File: config.mk
export PLATFORM = sky130hd
export DESIGN_NAME = sandwich_pingpong
export DESIGN_NICKNAME = d
export VERILOG_FILES = /design/src/rtl/spp_pkg.sv /design/src/rtl/spp_region.sv /design/src/rtl/spp_wr_ctrl.sv /design/src/rtl/spp_rd_ctrl.sv /design/src/rtl/sandwich_pingpong.sv
export SDC_FILE = /design/constraint.sdc
export NUM_CORES = 1
export LEC_CHECK = 0
export BUFFER_PORTS_ARGS = -buffer_cell sky130_fd_sc_hd__buf_2
export CORE_UTILIZATION = 34
export CTS_BUF_LIST = sky130_fd_sc_hd__clkbuf_4
export DETAILED_ROUTE_END_ITERATION = 6
export GPL_TIMING_DRIVEN = 1
export SLEW_MARGIN = 10
export SYNTH_ARGS = -nofsm -noshare
export SYNTH_HDL_FRONTEND = slang
export SYNTH_SLANG_ARGS = --single-unit
File: constraint.sdc
create_clock -name clk_i -period 3.9 [get_ports clk_i]
set_input_delay 0.195 -clock clk_i [delete_from_list [all_inputs] [get_ports clk_i]]
set_output_delay 0.195 -clock clk_i [all_outputs]
set_load 0.1 [all_outputs]
File: src/rtl/spp_pkg.sv
package spp_pkg;

  typedef enum logic [1:0] {
    REG_PING = 2'd0,
    REG_PONG = 2'd1,
    REG_BAR  = 2'd2
  } region_e;

  function automatic int imax(int a, int b);
    return (a > b) ? a : b;
  endfunction

  // start delay: long enough that a column read never overtakes the row-major write
  function automatic int default_delay(int m, int n, int p);
    int d;
    d = imax((m - p) * n + 1, (m - 1) * (n - 1) + 1);
    return imax(d, 2);
  endfunction

  // gap after each block: bar rows of block k must be read before block k+1 rewrites them
  function automatic int default_gap(int m, int n, int p);
    int d;
    d = default_delay(m, n, p);
    return imax(imax(p * n - (m - p), d - m * n + (n - 1) * (p - 1) + 1), 0);
  endfunction

  function automatic region_e region_of(int row, logic bank, int m, int p);
    if (row >= m - p) return REG_BAR;
    return bank ? REG_PONG : REG_PING;
  endfunction

  function automatic int region_addr(int row, int col, int m, int n, int p);
    return ((row >= m - p) ? row - (m - p) : row) * n + col;
  endfunction

endpackage

File: src/rtl/spp_region.sv
module spp_region #(
  parameter int DW    = 8,
  parameter int DEPTH = 12,
  parameter int AW    = 4
) (
  input  logic          clk_i,
  input  logic          we_i,
  input  logic [AW-1:0] waddr_i,
  input  logic [DW-1:0] wdata_i,
  input  logic          re_i,
  input  logic [AW-1:0] raddr_i,
  output logic [DW-1:0] rdata_o
);

  logic [DW-1:0] mem_q [DEPTH];

  always_ff @(posedge clk_i) begin
    if (we_i) mem_q[waddr_i] <= wdata_i;
    if (re_i) rdata_o <= mem_q[raddr_i];
  end

endmodule

File: src/rtl/spp_wr_ctrl.sv
module spp_wr_ctrl
  import spp_pkg::*;
#(
  parameter int M    = 4,
  parameter int N    = 4,
  parameter int P    = 1,
  parameter int IDLE = 1,
  parameter int AW   = 4
) (
  input  logic          clk_i,
  input  logic          rst_ni,
  input  logic          in_valid_i,
  output logic          wr_en_o,
  output region_e       wr_sel_o,
  output logic [AW-1:0] wr_addr_o,
  output logic          blk_start_o
);

  localparam int RW = (M > 1) ? $clog2(M) : 1;
  localparam int CW = (N > 1) ? $clog2(N) : 1;
  localparam int GW = $clog2(IDLE + 2);

  logic [RW-1:0] row_q;
  logic [CW-1:0] col_q;
  logic          bank_q;
  logic [GW-1:0] gap_q;
  logic          last_col, last_row;

  assign wr_en_o     = in_valid_i && (gap_q == '0);
  assign last_col    = (col_q == CW'(N - 1));
  assign last_row    = (row_q == RW'(M - 1));
  assign blk_start_o = wr_en_o && (row_q == '0) && (col_q == '0);
  assign wr_sel_o    = region_of(int'(row_q), bank_q, M, P);
  assign wr_addr_o   = AW'(region_addr(int'(row_q), int'(col_q), M, N, P));

  always_ff @(posedge clk_i or negedge rst_ni) begin
    if (!rst_ni) begin
      row_q  <= '0;
      col_q  <= '0;
      bank_q <= 1'b0;
      gap_q  <= '0;
    end else if (wr_en_o) begin
      if (last_col) begin
        col_q <= '0;
        if (last_row) begin
          row_q  <= '0;
          bank_q <= ~bank_q;
          gap_q  <= GW'(IDLE);
        end else begin
          row_q <= row_q + 1'b1;
        end
      end else begin
        col_q <= col_q + 1'b1;
      end
    end else if (gap_q != '0) begin
      gap_q <= gap_q - 1'b1;
    end
  end

endmodule

File: src/rtl/spp_rd_ctrl.sv
module spp_rd_ctrl
  import spp_pkg::*;
#(
  parameter int M        = 4,
  parameter int N        = 4,
  parameter int P        = 1,
  parameter int INIT_DLY = 13,
  parameter int AW       = 4
) (
  input  logic          clk_i,
  input  logic          rst_ni,
  input  logic          blk_start_i,
  output logic          rd_en_o,
  output region_e       rd_sel_o,
  output logic [AW-1:0] rd_addr_o
);

  localparam int RW  = (M > 1) ? $clog2(M) : 1;
  localparam int CW  = (N > 1) ? $clog2(N) : 1;
  localparam int DLW = $clog2(INIT_DLY + 1);

  logic           arm_q, busy_q, bank_q, fire, last_row, last_cell;
  logic [DLW-1:0] dly_q;
  logic [RW-1:0]  row_q;
  logic [CW-1:0]  col_q;

  assign fire      = arm_q && (dly_q == DLW'(INIT_DLY - 1));
  assign last_row  = (row_q == RW'(M - 1));
  assign last_cell = busy_q && last_row && (col_q == CW'(N - 1));
  assign rd_en_o   = busy_q;
  assign rd_sel_o  = region_of(int'(row_q), bank_q, M, P);
  assign rd_addr_o = AW'(region_addr(int'(row_q), int'(col_q), M, N, P));

  always_ff @(posedge clk_i or negedge rst_ni) begin
    if (!rst_ni) begin
      arm_q <= 1'b0;
      dly_q <= '0;
    end else if (blk_start_i) begin
      arm_q <= 1'b1;
      dly_q <= DLW'(1);
    end else if (fire) begin
      arm_q <= 1'b0;
    end else if (arm_q) begin
      dly_q <= dly_q + 1'b1;
    end
  end

  // column-major walk: row advances fastest
  always_ff @(posedge clk_i or negedge rst_ni) begin
    if (!rst_ni) begin
      busy_q <= 1'b0;
      bank_q <= 1'b0;
      row_q  <= '0;
      col_q  <= '0;
    end else begin
      if (fire) busy_q <= 1'b1;
      else if (last_cell) busy_q <= 1'b0;
      if (last_cell) bank_q <= ~bank_q;
      if (busy_q) begin
        if (last_row) begin
          row_q <= '0;
          col_q <= (col_q == CW'(N - 1)) ? '0 : col_q + 1'b1;
        end else begin
          row_q <= row_q + 1'b1;
        end
      end
    end
  end

endmodule

File: src/rtl/sandwich_pingpong.sv
module sandwich_pingpong
  import spp_pkg::*;
#(
  parameter int M        = 4,
  parameter int N        = 4,
  parameter int P        = 1,
  parameter int DW       = 8,
  parameter int INIT_DLY = spp_pkg::default_delay(M, N, P),
  parameter int IDLE_GAP = spp_pkg::default_gap(M, N, P)
) (
  input  logic          clk_i,
  input  logic          rst_ni,
  input  logic          in_valid_i,
  input  logic [DW-1:0] in_data_i,
  output logic          out_valid_o,
  output logic [DW-1:0] out_data_o
);

  localparam int BANK_CELLS = (M - P) * N;
  localparam int BAR_CELLS  = P * N;
  localparam int DMAX       = (BANK_CELLS > BAR_CELLS) ? BANK_CELLS : BAR_CELLS;
  localparam int AW         = (DMAX > 1) ? $clog2(DMAX) : 1;

  logic          wr_en, rd_en, blk_start;
  region_e       wr_sel, rd_sel, sel_q;
  logic [AW-1:0] wr_addr, rd_addr;
  logic [DW-1:0] rdata [3];
  logic          vld_q;

  spp_wr_ctrl #(.M(M), .N(N), .P(P), .IDLE(IDLE_GAP), .AW(AW)) u_wr (
    .clk_i, .rst_ni, .in_valid_i,
    .wr_en_o(wr_en), .wr_sel_o(wr_sel), .wr_addr_o(wr_addr), .blk_start_o(blk_start)
  );

  spp_rd_ctrl #(.M(M), .N(N), .P(P), .INIT_DLY(INIT_DLY), .AW(AW)) u_rd (
    .clk_i, .rst_ni, .blk_start_i(blk_start),
    .rd_en_o(rd_en), .rd_sel_o(rd_sel), .rd_addr_o(rd_addr)
  );

  // region 0 = ping, 1 = pong, 2 = shared bar
  for (genvar g = 0; g < 3; g++) begin : g_region
    localparam int DEPTH = (g == 2) ? BAR_CELLS : BANK_CELLS;
    spp_region #(.DW(DW), .DEPTH(DEPTH), .AW(AW)) u_mem (
      .clk_i,
      .we_i   (wr_en && (int'(wr_sel) == g)),
      .waddr_i(wr_addr),
      .wdata_i(in_data_i),
      .re_i   (rd_en && (int'(rd_sel) == g)),
      .raddr_i(rd_addr),
      .rdata_o(rdata[g])
    );
  end

  always_ff @(posedge clk_i or negedge rst_ni) begin
    if (!rst_ni) begin
      vld_q <= 1'b0;
      sel_q <= REG_PING;
    end else begin
      vld_q <= rd_en;
      if (rd_en) sel_q <= rd_sel;
    end
  end

  assign out_valid_o = vld_q;

  always_comb begin
    case (sel_q)
      REG_PONG: out_data_o = rdata[1];
      REG_BAR:  out_data_o = rdata[2];
      default:  out_data_o = rdata[0];
    endcase
  end

endmodule

==> Word-level counts from Yosys, hierarchy flattened <==
Memory sizes are Yosys's and may differ from the RTL's. A register that Yosys moved wholly into a read port is not among the register bits.
Index checks and enable logic that the tools add are counted.
{ "classes": {"eq_ne": 14, "muxes": 32, "mul": 0, "add_sub_neg": 10, "reduce_logical": 27, "div": 0, "bitwise": 2, "shifts": 0, "n_lt_le_gt_ge": 2} }
{ "op_table": {"columns": ["op", "count"], "rows": [
  ["2-bit 2-to-1 mux", 14],
  ["2-bit equality test (second input constant)", 9],
  ["8-bit case mux with 2 select lines", 1],
  ["1-bit 2-to-1 mux", 14],
  ["1-bit logical AND", 12],
  ["4-bit 2-to-1 mux", 3],
  ["2-bit zero test", 5],
  ["2-bit nonzero test", 5],
  ["2-bit by 1-bit adder with 2-bit output (second input constant)", 4],
  ["4-bit by 3-bit adder with 4-bit output", 2],
  ["2-bit != test (second input constant)", 3],
  ["2-bit AND reduction", 3],
  ["3-bit AND reduction", 2],
  ["4-bit by 1-bit adder with 4-bit output (second input constant)", 1],
  ["4-bit equality test (second input constant)", 1],
  ["2-bit >= comparator (second input constant)", 2],
  ["2-bit subtractor (second input constant)", 2],
  ["2-bit by 1-bit equality test with 1-bit output (second input constant)", 1],
  ["1-bit inverter", 2],
  ["2-bit by 1-bit subtractor with 2-bit output (second input constant)", 1]
]} }
{ "totals": {"rom_bits": 0, "mem_bits_rw": 224, "in_bits": 11, "latch_bits": 0, "regBits": 21, "elab_cells": 102, "memories": 3} }
{ "memory_table": {"columns": ["name", "words", "width", "read_ports", "rd_ports_with_merged_regs", "write_ports", "line", "rtl"], "rows": [
  ["g_region[0].u_mem.mem_q", 12, 8, 1, 1, 1, "spp_region.sv:15", "logic [DW-1:0] mem_q [DEPTH];"],
  ["g_region[1].u_mem.mem_q", 12, 8, 1, 1, 1, "spp_region.sv:15", null],
  ["g_region[2].u_mem.mem_q", 4, 8, 1, 1, 1, "spp_region.sv:15", null]
]} }

==> Logic depth before layout (Yosys ltp) <==
{ "depth": {"word_depth": 7, "ltp_mapped": 7, "ltp_nobuf": 5} }

==> By module <==
A second synthesis with hierarchy kept.
{ "unflattened": {"hier_cells": 551, "area_unflattened_um2": 10626.4} }
{ "by_module_without_submodules": {"columns": ["module", "cells_each", "instances", "seq_area_each_um2", "area_per_inst_um2"], "rows": [
  ["spp_region (g_region[0].u_mem ...)", 182, 2, 3123.0, 3953.8],
  ["spp_region (g_region[2].u_mem)", 54, 1, 1201.2, 1428.9],
  ["spp_rd_ctrl", 53, 1, 275.3, 565.5],
  ["spp_wr_ctrl", 36, 1, 175.2, 394.1],
  ["sandwich_pingpong", 44, 1, 75.1, 330.3]
]} }

==> Worst setup path before layout <==
Ideal clock, no wire load.
{ "synth_timing": {"kind": "flip-flop to output port", "from": "register sel_q[0]", "to": "output out_data_o[2]", "slack_ns": 0.646, "stages_incl_launch_ff": 5, "required_ns": 3.705, "path_buffers": 1, "arrival_ns": 3.059, "path_cell_list": "dfrtp_1 > inv_1 > ha_1 > clkbuf_1 > o21ai_0"} }
{ "synth_between": {"elab_chain_cells": 2, "elab_cells_between_ends": 3, "cone_classes": "2 x eq/ne; 1 x mux"} }
{ "synth_lines": {"columns": ["item", "line", "rtl"], "rows": [
  ["start: declaration", "sandwich_pingpong.sv:25", "region_e wr_sel, rd_sel, sel_q;"],
  ["start signal: assignment", "sandwich_pingpong.sv:60", "if (rd_en) sel_q <= rd_sel;"],
  ["2-bit equality test / 2-bit by 1-bit equality test with 1-bit output (equally long branches)", "sandwich_pingpong.sv:67", "case (sel_q)"],
  ["8-bit case mux with 2 select lines *", "sandwich_pingpong.sv:67", null],
  ["end: declaration", "sandwich_pingpong.sv:16", "output logic [DW-1:0] out_data_o"]
]} }
Mark *: on every way between the ends. The rest lies on a longest branch, timed or not.

==> Worst setup path in the final report <==
{ "layout_timing": {"from": "register sel_q[0]", "to": "output out_data_o[1]"} }
Same word-level chain as after synthesis.

==> metrics.md <==
| Metric | Value |
|---|---|
| Status | `finished clean` |
| WL/cell | `20.76 microns` |
| Post-synthesis mux area share | `0.1180` |
| CTS Buf Count | `68` |
| Max Clock Skew | `0.02585 ns` |
| Slowest CP cell | `ha_1` |
| Count of input and output buffers | `19` |
| # fillers | `2803` |
| Area grow syn2layout | `12.07%` |
| Mapped Area | `0.01083 sq mm` |
| Pins Over Slew Limit | `0` |
| Hold crit path type | `in -> async` |
| Synth Area in Compound Gates | `0.05197` |
| Syn_nets | `625` |
| Via count | `5530` |
| Data required time of the critical path | `3.70 ns` |
| Largest register FFs | `224` |
| Clk slew on worst S/H paths | `0.07 ns` |
| Combinational family with the most area after synthesis | `multiplexers` |
| Synth warn | `0` |
| Reg-to-reg endpoint | `g_region[0].u_mem.rdata_o[6]$_DFFE_PP_` |
| Final setup fails | `0` |
| Initial antenna violation count | `2` |
| Clock latency on the worst-skew pair | `0.63 ns` |
| Synth Instances | `596` |
| RR Startpoint | `u_rd.row_q[1]$_DFFE_PN0P_` |
| Largest net degree at the start of global routing | `65` |
| Vias/cell | `4.977` |
| DRT iter0 DRCs | `344` |
| Maximum root-to-sink buffer count | `3` |
| P_leak | `4.142 nW` |
| Post-synthesis sequential area ratio | `0.7359` |
| Die area | `0.03258 sq mm` |
| Final period util | `0.6493` |
| Vias in the first global route | `5975` |
| Worst setup SP type | `register` |
| RSZ-0062 raised after global routing | `false` |
| Starting density of the core | `0.3496` |
| Fin nets | `695` |
| Final worst path period need | `2.532 ns` |
| Syn Area/Cell | `18.18 sq um` |
| WHS | `0.07265 ns` |
| Synth top area share | `0.6874` |
| CP Max Fanout | `16` |
| Worst EP arrival | `2.34 ns` |
| Post-synth EDFFs | `248` |
| Fraction of the mapped netlist area in simple logic gates | `0.04908` |
| Worst slew pin tran | `1.087 ns` |
| Row cnt | `64` |
| Yosys reg bits | `269` |
| First-pass GRT wire length | `35200 microns` |
| CTS tree | `built` |
| Largest register by flop count | `g_region.u_mem.mem_q` |
| CP Cell Sequence | `inv_1 -> ha_1 -> nand2_1 -> o21ai_0 -> buf_2` |
| Grt total ovfl | `0` |
| # IOs | `20` |
| Setup slack, reg-to-reg | `1.46 ns` |
| Layout cells sized above 1 | `0.2703` |
| Router iterations before antenna repair | `5` |
| Crit path capture type | `primary output` |
| Cell Pwr Density | `743.2 mW/mm^2` |
| Hpwl dp | `14350 microns` |
| Die Wd | `180.5 microns` |
| Slew headroom | `0.2751` |
| Detail Route Antenna Nets | `0` |
| Total of max-cap violations | `0` |
| All-Layer GR Usage | `0.1461` |
| CTS H-tree lvls | `3` |
| Leading area contributor after synthesis | `edfxtp_1` |
| Synth area leaders | `edfxtp_1 69%, dfrtp_1 4.9%, mux4_2 4.8%` |
| Clock Tree Root | `clkbuf_4` |
| Core ar. | `0.03099 sq mm` |
| Routability Congestion | `0.7637` |
| Final Hold Fails | `0` |
| Synth Flop Type | `edfxtp_1` |
| DRC | `0` |
| Most common cell in the synthesized netlist | `edfxtp_1` |
| Cell count of the worst reg-to-reg path | `6` |
| Setup CP Type | `reg -> out` |
| Total power | `9.024 mW` |
| Detailed Route WL | `23070 microns` |
| Clk sink count | `269` |
| Ys async rst share | `0.07807` |
| Adder-Cell Fraction of Synth Area | `0.02079` |
| Crit-path max cell delay | `0.56 ns` |
| Die height | `180.5 microns` |
| VDD IR max | `0.3620 mV` |
| Fin Setup TNS | `0 ns` |
| Top Registers | `g_region.u_mem.mem_q (224), g_region.u_mem.rdata_o (24), u_rd.dly_q (4)` |
| Post-synth top cells | `248 x edfxtp_1, 35 x mux2_2, 34 x mux2i_1, 31 x nand2_1, 23 x mux4_2` |
| Synth Area in XOR/XNOR | `0.001617` |
| Achievable clock frequency | `394.9 MHz` |
| Yosys cell types | `46` |
layout by cell type, fill, tap and decap left out, types with 14 or more instances in the layout:
cell and instances:
a22o_1 16, clkbuf_4 89, clkinv_1 20, o22ai_1 17
buf_2 19, edfxtp_1 248, ha_1 17, mux2_2 35
o21ai_0 14, nand2_1 31, and2_1 22, dfrtp_1 20
mux4_2 23, mux2i_1 34
per-stage QoR:
step / instances / utilization / worst slack (ns) / cell area, sq um
6_report: 1111 / 0.3918 / 1.368 / 12140
2_1_floorplan: 596 / - / 0.6465 / 10830
3_3_place_gp: 990 / 0.3641 / 1.575 / 11280
5_1_grt: 1111 / 0.3918 / 1.211 / 12140
3_5_place_dp: 990 / 0.3641 / 1.495 / 11280
4_1_cts: 1110 / 0.3917 / 1.305 / 12140
worst max-delay path by stage:
stage,start,endpoint,slack (ns),depth (start not counted)
3_5_place_dp,u_rd.row_q[1]$_DFFE_PN0P_,g_region[1].u_mem.rdata_o[4]$_DFFE_PP_,1.50,6
3_3_place_gp,u_rd.row_q[1]$_DFFE_PN0P_,g_region[1].u_mem.rdata_o[6]$_DFFE_PP_,1.58,6
6_report,sel_q[0]$_DFFE_PN0P_,out_data_o[1],1.37,5
5_1_grt,sel_q[0]$_DFFE_PN0P_,out_data_o[1],1.21,5
4_1_cts,sel_q[0]$_DFFE_PN0P_,out_data_o[1],1.31,5
2_1_floorplan,sel_q[0]$_DFFE_PN0P_,out_data_o[2],0.65,4
metal layers:
metal | track usage | vias up | share of wire
met1 | 0.1828 | 2813 | 0.43
met5 | 0 | - | 0.00043
met4 | 0.04410 | 2 | 0.011
li1 | - | 2544 | -
met3 | 0.03476 | 26 | 0.049
met2 | 0.2505 | 145 | 0.51
critical path: cells and delay by family, from the launching register on:
family                     cells  cell delay, ns
adders and majority gates      1            0.56
buffers and inverters          2            0.55
DFF                            1            0.35
AOI/OAI and AO/OA              1            0.14
and+or+nand+nor                1            0.11
layout make-up:
cell class / instances / area [sq um] / share of cell area
timing repair buffer: 28 / 167.7 / 0.01381
tap: 396 / 495.5 / 0.04081
multi-input combinational: 286 / 2619 / 0.2157
clock buffer: 89 / 668.1 / 0.05503
sequential: 269 / 7974 / 0.6567
antenna: 1 / 2.502 / 0.0002061
clock inverter: 29 / 166.4 / 0.01371
inverter: 13 / 48.80 / 0.004019
cells by family after synthesis:
| logic type | after synthesis |
|---|---|
| buf+inv | 41 |
| compound gates | 79 |
| xor+xnor | 2 |
| fa+ha+maj | 18 |
| mux | 93 |
| simple gates | 94 |
| flops | 269 |
what timing repair did:
action,4_1_cts,5_1_grt
gates resized for setup,0,0
hold buffers,2,0
hold endpoints to repair,27,0
buffers inserted,0,0
power breakdown:
group	switching [mW]	total [mW]	internal (mW)
Sequential	0.324	3.93	3.60
Combinational	1.84	2.83	0.988
Clock	1.06	2.27	1.20
Power figures use the tool's default switching activity.
